### src/rtl/flag_sweep_pkg.sv
package flag_sweep_pkg;
  localparam int NUM_FLAGS      = 30;
  localparam int POS_LF_R51     = 6;
  localparam int POS_LF_R36     = 7;
  localparam int POS_DR_LARGE   = 13;
  localparam int POS_DR_R51     = 15;
  localparam int POS_DR_R36     = 16;
  localparam int POS_DR_R13     = 17;
  localparam int POS_KEY_RDIS   = 19;
  localparam int POS_KEY_WDIS   = 20;
  localparam int POS_ACC_USER   = 22;
  localparam int POS_ACC_WRITE  = 23;
  localparam int POS_ACC_FETCH  = 24;
  localparam int POS_SUP_XGUARD = 28;
  localparam int POS_KEY_EN     = 29;
  localparam int NUM_RULES      = 6;

  typedef enum logic [1:0] {
    ST_IDLE = 2'd0,
    ST_SEEK = 2'd1,
    ST_SHOW = 2'd2
  } sweep_state_t;
endpackage

### src/rtl/flag_sweep_step.sv
module flag_sweep_step #(
  parameter int W = 30
) (
  input  logic [W-1:0] cur_i,
  input  logic [W-1:0] mask_i,
  output logic [W-1:0] next_o,
  output logic         wrap_o
);
  localparam int SUM_W = W + 1;
  logic [SUM_W-1:0] sum;

  always_comb begin
    sum    = {1'b0, cur_i | mask_i} + {{(SUM_W-1){1'b0}}, 1'b1};
    next_o = sum[W-1:0] & ~mask_i;
    wrap_o = sum[W];
  end
endmodule

### src/rtl/flag_sweep_legal.sv
module flag_sweep_legal
  import flag_sweep_pkg::*;
#(
  parameter int W = NUM_FLAGS
) (
  input  logic [W-1:0] cand_i,
  output logic         legal_o
);
  logic [NUM_RULES-1:0] viol;
  logic [1:0]           dir_rsv_cnt;
  logic                 unused_bits;

  always_comb begin
    dir_rsv_cnt = {1'b0, cand_i[POS_DR_R51]} + {1'b0, cand_i[POS_DR_R36]}
                + {1'b0, cand_i[POS_DR_R13]};
    viol[0] = cand_i[POS_ACC_WRITE] & cand_i[POS_ACC_FETCH];
    viol[1] = cand_i[POS_ACC_USER] & cand_i[POS_SUP_XGUARD];
    viol[2] = ~cand_i[POS_KEY_EN] & (cand_i[POS_KEY_RDIS] | cand_i[POS_KEY_WDIS]);
    viol[3] = cand_i[POS_DR_R13] & ~cand_i[POS_DR_LARGE];
    viol[4] = dir_rsv_cnt > 2'd1;
    viol[5] = cand_i[POS_LF_R51] & cand_i[POS_LF_R36];
    legal_o = ~|viol;
  end

  assign unused_bits = ^cand_i;
endmodule

### src/rtl/flag_sweep_ctrl.sv
module flag_sweep_ctrl
  import flag_sweep_pkg::*;
#(
  parameter int W = NUM_FLAGS
) (
  input  logic         clk,
  input  logic         rst_n,
  input  logic         start_i,
  input  logic [W-1:0] mask_i,
  input  logic         ready_i,
  input  logic         legal_i,
  input  logic [W-1:0] step_next_i,
  input  logic         step_wrap_i,
  output logic [W-1:0] flags_o,
  output logic [W-1:0] mask_o,
  output logic         valid_o,
  output logic         done_o
);
  sweep_state_t state_q;
  logic [W-1:0] flags_q;
  logic [W-1:0] mask_q;
  logic         done_q;
  logic         busy;

  always_ff @(posedge clk) begin
    if (!rst_n) begin
      state_q <= ST_IDLE;
      flags_q <= '0;
      mask_q  <= '0;
      done_q  <= 1'b0;
    end else begin
      done_q <= 1'b0;
      case (state_q)
        ST_IDLE: begin
          if (start_i) begin
            mask_q  <= mask_i;
            flags_q <= '0;
            state_q <= ST_SHOW;
          end
        end
        ST_SHOW: begin
          if (ready_i) begin
            if (step_wrap_i) begin
              done_q  <= 1'b1;
              state_q <= ST_IDLE;
            end else begin
              flags_q <= step_next_i;
              state_q <= ST_SEEK;
            end
          end
        end
        ST_SEEK: begin
          if (legal_i) begin
            state_q <= ST_SHOW;
          end else if (step_wrap_i) begin
            done_q  <= 1'b1;
            state_q <= ST_IDLE;
          end else begin
            flags_q <= step_next_i;
          end
        end
        default: state_q <= ST_IDLE;
      endcase
    end
  end

  assign busy    = state_q != ST_IDLE;
  assign flags_o = flags_q;
  assign mask_o  = mask_q;
  assign valid_o = state_q == ST_SHOW;
  assign done_o  = done_q;

  AST_VALID_LEGAL: assert property (@(posedge clk) disable iff (!rst_n)
    valid_o |-> legal_i);
  AST_MASKED_ZERO: assert property (@(posedge clk) disable iff (!rst_n)
    valid_o |-> ((flags_q & mask_q) == '0));
  AST_HOLD_STALL: assert property (@(posedge clk) disable iff (!rst_n)
    (valid_o && !ready_i) |=> (valid_o && $stable(flags_q)));
  AST_DONE_PULSE: assert property (@(posedge clk) disable iff (!rst_n)
    done_o |=> !done_o);
  AST_DONE_NO_VALID: assert property (@(posedge clk) disable iff (!rst_n)
    done_o |-> !valid_o);
  AST_ASCENDING: assert property (@(posedge clk) disable iff (!rst_n)
    (busy && $past(busy) && (flags_q != $past(flags_q))) |-> (flags_q > $past(flags_q)));
  AST_MASK_HELD: assert property (@(posedge clk) disable iff (!rst_n)
    (busy && $past(busy)) |-> $stable(mask_q));
endmodule

### src/rtl/flag_sweep_gen.sv
module flag_sweep_gen
  import flag_sweep_pkg::*;
#(
  parameter int W = NUM_FLAGS
) (
  input  logic         clk,
  input  logic         rst_n,
  input  logic         start,
  input  logic [W-1:0] skip_mask,
  output logic [W-1:0] sweep_flags,
  output logic         sweep_valid,
  input  logic         sweep_ready,
  output logic         sweep_done
);
  logic [W-1:0] cur_flags;
  logic [W-1:0] held_mask;
  logic [W-1:0] succ_flags;
  logic         succ_wrap;
  logic         cur_legal;

  flag_sweep_step #(.W(W)) u_step (
    .cur_i  (cur_flags),
    .mask_i (held_mask),
    .next_o (succ_flags),
    .wrap_o (succ_wrap)
  );

  flag_sweep_legal #(.W(W)) u_legal (
    .cand_i  (cur_flags),
    .legal_o (cur_legal)
  );

  flag_sweep_ctrl #(.W(W)) u_ctrl (
    .clk         (clk),
    .rst_n       (rst_n),
    .start_i     (start),
    .mask_i      (skip_mask),
    .ready_i     (sweep_ready),
    .legal_i     (cur_legal),
    .step_next_i (succ_flags),
    .step_wrap_i (succ_wrap),
    .flags_o     (cur_flags),
    .mask_o      (held_mask),
    .valid_o     (sweep_valid),
    .done_o      (sweep_done)
  );

  assign sweep_flags = cur_flags;
endmodule

### config.mk
export PLATFORM = sky130hd
export DESIGN_NAME = flag_sweep_gen
export DESIGN_NICKNAME = d
export VERILOG_FILES = /design/src/rtl/flag_sweep_pkg.sv /design/src/rtl/flag_sweep_step.sv /design/src/rtl/flag_sweep_legal.sv /design/src/rtl/flag_sweep_ctrl.sv /design/src/rtl/flag_sweep_gen.sv
export SDC_FILE = /design/constraint.sdc
export NUM_CORES = 1
export LEC_CHECK = 0
export CAP_MARGIN = 10
export CORE_MARGIN = 2
export CORE_UTILIZATION = 40
export CTS_BUF_LIST = sky130_fd_sc_hd__clkbuf_2 sky130_fd_sc_hd__clkbuf_4 sky130_fd_sc_hd__clkbuf_8
export DETAILED_ROUTE_END_ITERATION = 12
export PLACE_DENSITY_LB_ADDON = 0.3
export SLEW_MARGIN = 20
export SYNTH_ARGS = -nofsm -noshare
export SYNTH_HDL_FRONTEND = slang
export SYNTH_HIERARCHICAL = 1
export SYNTH_SLANG_ARGS = --single-unit
### constraint.sdc
create_clock -name clk -period 2.5 [get_ports clk]
set_input_delay 0.5 -clock clk [delete_from_list [all_inputs] [get_ports clk]]
set_output_delay 0.5 -clock clk [all_outputs]
set_load 0.1 [all_outputs]
==> out/results.ini <==
[timing]
fmax_mhz=424
fin_crit_ns=2.36
slew_headroom=0.656
fin_skew_ns=0.00878
rsz0062_at_grt=false
fin_ws_ns=0.140
maxSlewViolCount=0
worst_pin_slew_ns=0.516
finalHoldViolations=0
timing.final.crit_share=0.944
whs_ns=0.475
setup_viol=0

[detailed_routing]
finalWirelength_um=9240
drc_errors=0
wl_per_cell_um=15.1
num_vias=3312
viasPerCell=5.40
dr.first_iter.drc_count=136
ant_nets=0
dr.pass1.iters=4

[final_layout]
nets=541
fin_cells=613
drive_gt1_frac=0.339
antenna_cells=0
nFillCells=841
final_area_sq_um=4670
area.growth.synth_to_final_pct=27.5

[power]
p_comb_frac=0.398
p_total_w=0.00340
power_density_nw_per_um2=728
peakVddDrop_v=0.000437
pwr-share-clk=0.248
switching_share=0.424
p_leak_nw=1.72
internal-power_w=0.00196
seq_power_share=0.354
p_switching_w=0.00144

[synth]
synthFlopType=dfxtp_1
syn_area_sq_um=3660
synth_cells=434
synth.top_cell.area_share=0.344
syn_nets=475
synth-seq-area-share=0.344
synth_enable_flop_cells=0
synth.distinct_cells=49
avgSynthCellArea_sq_um=8.44
async_flop_share=0
yosys_warnings=6
netlist_top_cells_area=dfxtp_1 (34%), nand3_2 (8.2%), o21ai_2 (7.2%)
synth.ff_latch_count=63
yosys.area.top_type=dfxtp_1
synth_commonest_cells=nand2_1 (64), dfxtp_1 (63), nor2_1 (38)
synth_most_common_cell=nand2_1

[clock_network]
clk_pin_slew_ns=0.07
clock-sinks=63
cts_tree=built
ctsHoldBuffers=0
clk_path_buf_depth=2
post_cts_resized=0
cts_setup_buffers=0
htreeDepth=3
cts-root-buf=clkbuf_8
clk_latency_ns=0.35
cts_made_buffers=9

[setup_path]
ff2ff_path_depth=9
arrival_ns=2.63
crit_path_cell_trace=o22ai_4, or2_4, or3_4, nor4b_4, a221oi_4, o211ai_4, buf_12, nand3_2, o21ai_2
critPathMaxFanout=32
crit_slowest_cell=or3_4
reg2reg_from=u_ctrl/mask_o[18]
rr_endpoint=u_ctrl/flags_o[13]
path_class=register to register
max_stage_delay_ns=0.42
critPathCaptureType=register
regToRegSetupSlack_ns=0.14
required_ns=2.77
cp-start-kind=register

[floorplanning]
core_area_sq_um=8810
die_h_um=99.7
initial_utilization=0.416
die_area_sq_um=9940
row_count=34
fp.dieW_um=99.7
io_pins=66

[flow_run]
cap_violations=0

[global_route]
antenna_found_initial=0
grt_max_degree=94
grt_first_pass_wirelength_um=15500
grt_overflow=0
grt_usage=0.195
grt_pass1_vias=3172

[min_path]
hp-class=register to register
min_to=u_ctrl/flags_o[11]
min_from=u_ctrl/flags_o[11]
hold_path_depth=2

[place]
io_buffer_count=65
dpl_cell_area_sq_um=4480
hpwl_um=6360
place_congestion=0.810
pre_cts_slack_ns=0.166
place_inst=597

[run_status]
status=completed

[layer usage]
layer / wire (um) / share of wire / global-route usage / up-vias
met5: 0 / 0 / 0 / -
met4: 143 / 0.015 / 0.0748 / 0
met3: 490 / 0.053 / 0.0499 / 13
met2: 4340 / 0.47 / 0.308 / 74
met1: 4260 / 0.46 / 0.256 / 1545
li1: - / - / - / 1680
[final cells by class]
| class | count | area [sq um] | area share |
|---|---|---|---|
| tap | 108 | 135 | 0.0289 |
| sequential | 63 | 1330 | 0.285 |
| clock buffer | 15 | 181 | 0.0388 |
| timing repair buffer | 82 | 731 | 0.156 |
| clock inverter | 1 | 5.00 | 0.00107 |
| inverter | 5 | 18.8 | 0.00402 |
| multi-input combinational | 339 | 2270 | 0.486 |
[cells in the final DEF, fill, tap and decap left out, types with 11 or more instances in the layout]
| cell type | n |
|---|---|
| clkdlybuf4s50_1 | 32 |
| dfxtp_2 | 13 |
| dfxtp_1 | 36 |
| a21boi_1 | 31 |
| a21oi_1 | 12 |
| nand3_2 | 30 |
| buf_4 | 46 |
| clkbuf_8 | 11 |
| nand2_1 | 64 |
| xor2_1 | 11 |
| o21ai_2 | 30 |
| nor2_1 | 38 |
| dfxtp_4 | 14 |
| nand3_1 | 34 |
[worst max-delay path, delay by kind of cell (launching register included)]
kind            cells  cell delay [ns]
compound gates      4             0.46
buf+inv             1             0.27
flops               1             0.41
simple gates        4             1.13
[metrics by stage]
step,TNS (ns),utilization
after floorplan,-0.428,-
after global placement,0,0.509
after detailed placement,0,0.509
after CTS,0,0.530
after global routing,0,0.530
final,0,0.530
[power groups by stage]
stage                     Combinational, W  Clock [W]  Sequential, W
after global routing               0.00149   0.000916        0.00122
final                              0.00135   0.000844        0.00121
after detailed placement           0.00136          0        0.00123
after floorplan                    0.00101          0        0.00127
after CTS                          0.00138   0.000862        0.00121
after global placement             0.00135          0        0.00122
[flip-flops by register name (all words and copies together), names as in the netlist]
register        cells
u_ctrl/flags_o     30
u_ctrl/mask_o      30
u_ctrl/state_q      2
u_ctrl/done_o       1
[cells by family (layout without fill, tap and decap cells)]
logic type                 count (synthesis)  after routing  share of synthesized area
buffers and inverters                     32            103                     0.0495
and+or+nand+nor                          202            202                      0.301
adders and majority gates                  7              7                     0.0239
muxes                                      3              3                    0.00888
AOI/OAI and AO/OA                        111            111                      0.234
DFF                                       63             63                      0.344
xor gates and xnor gates                  16             16                     0.0383
[how the worst max path moves through the flow]
stage | startpoint | to | depth (start not counted)
final | u_ctrl/mask_o[18] | u_ctrl/flags_o[13] | 9
after global routing | u_ctrl/mask_o[18] | u_ctrl/flags_o[13] | 9
after CTS | u_ctrl/mask_o[18] | u_ctrl/flags_o[1] | 9
after detailed placement | u_ctrl/mask_o[18] | u_ctrl/flags_o[13] | 9
after global placement | u_ctrl/mask_o[18] | u_ctrl/flags_o[4] | 9
after floorplan | u_ctrl/flags_o[9] | u_ctrl/flags_o[28] | 10
(Power assumes the default switching activity.)
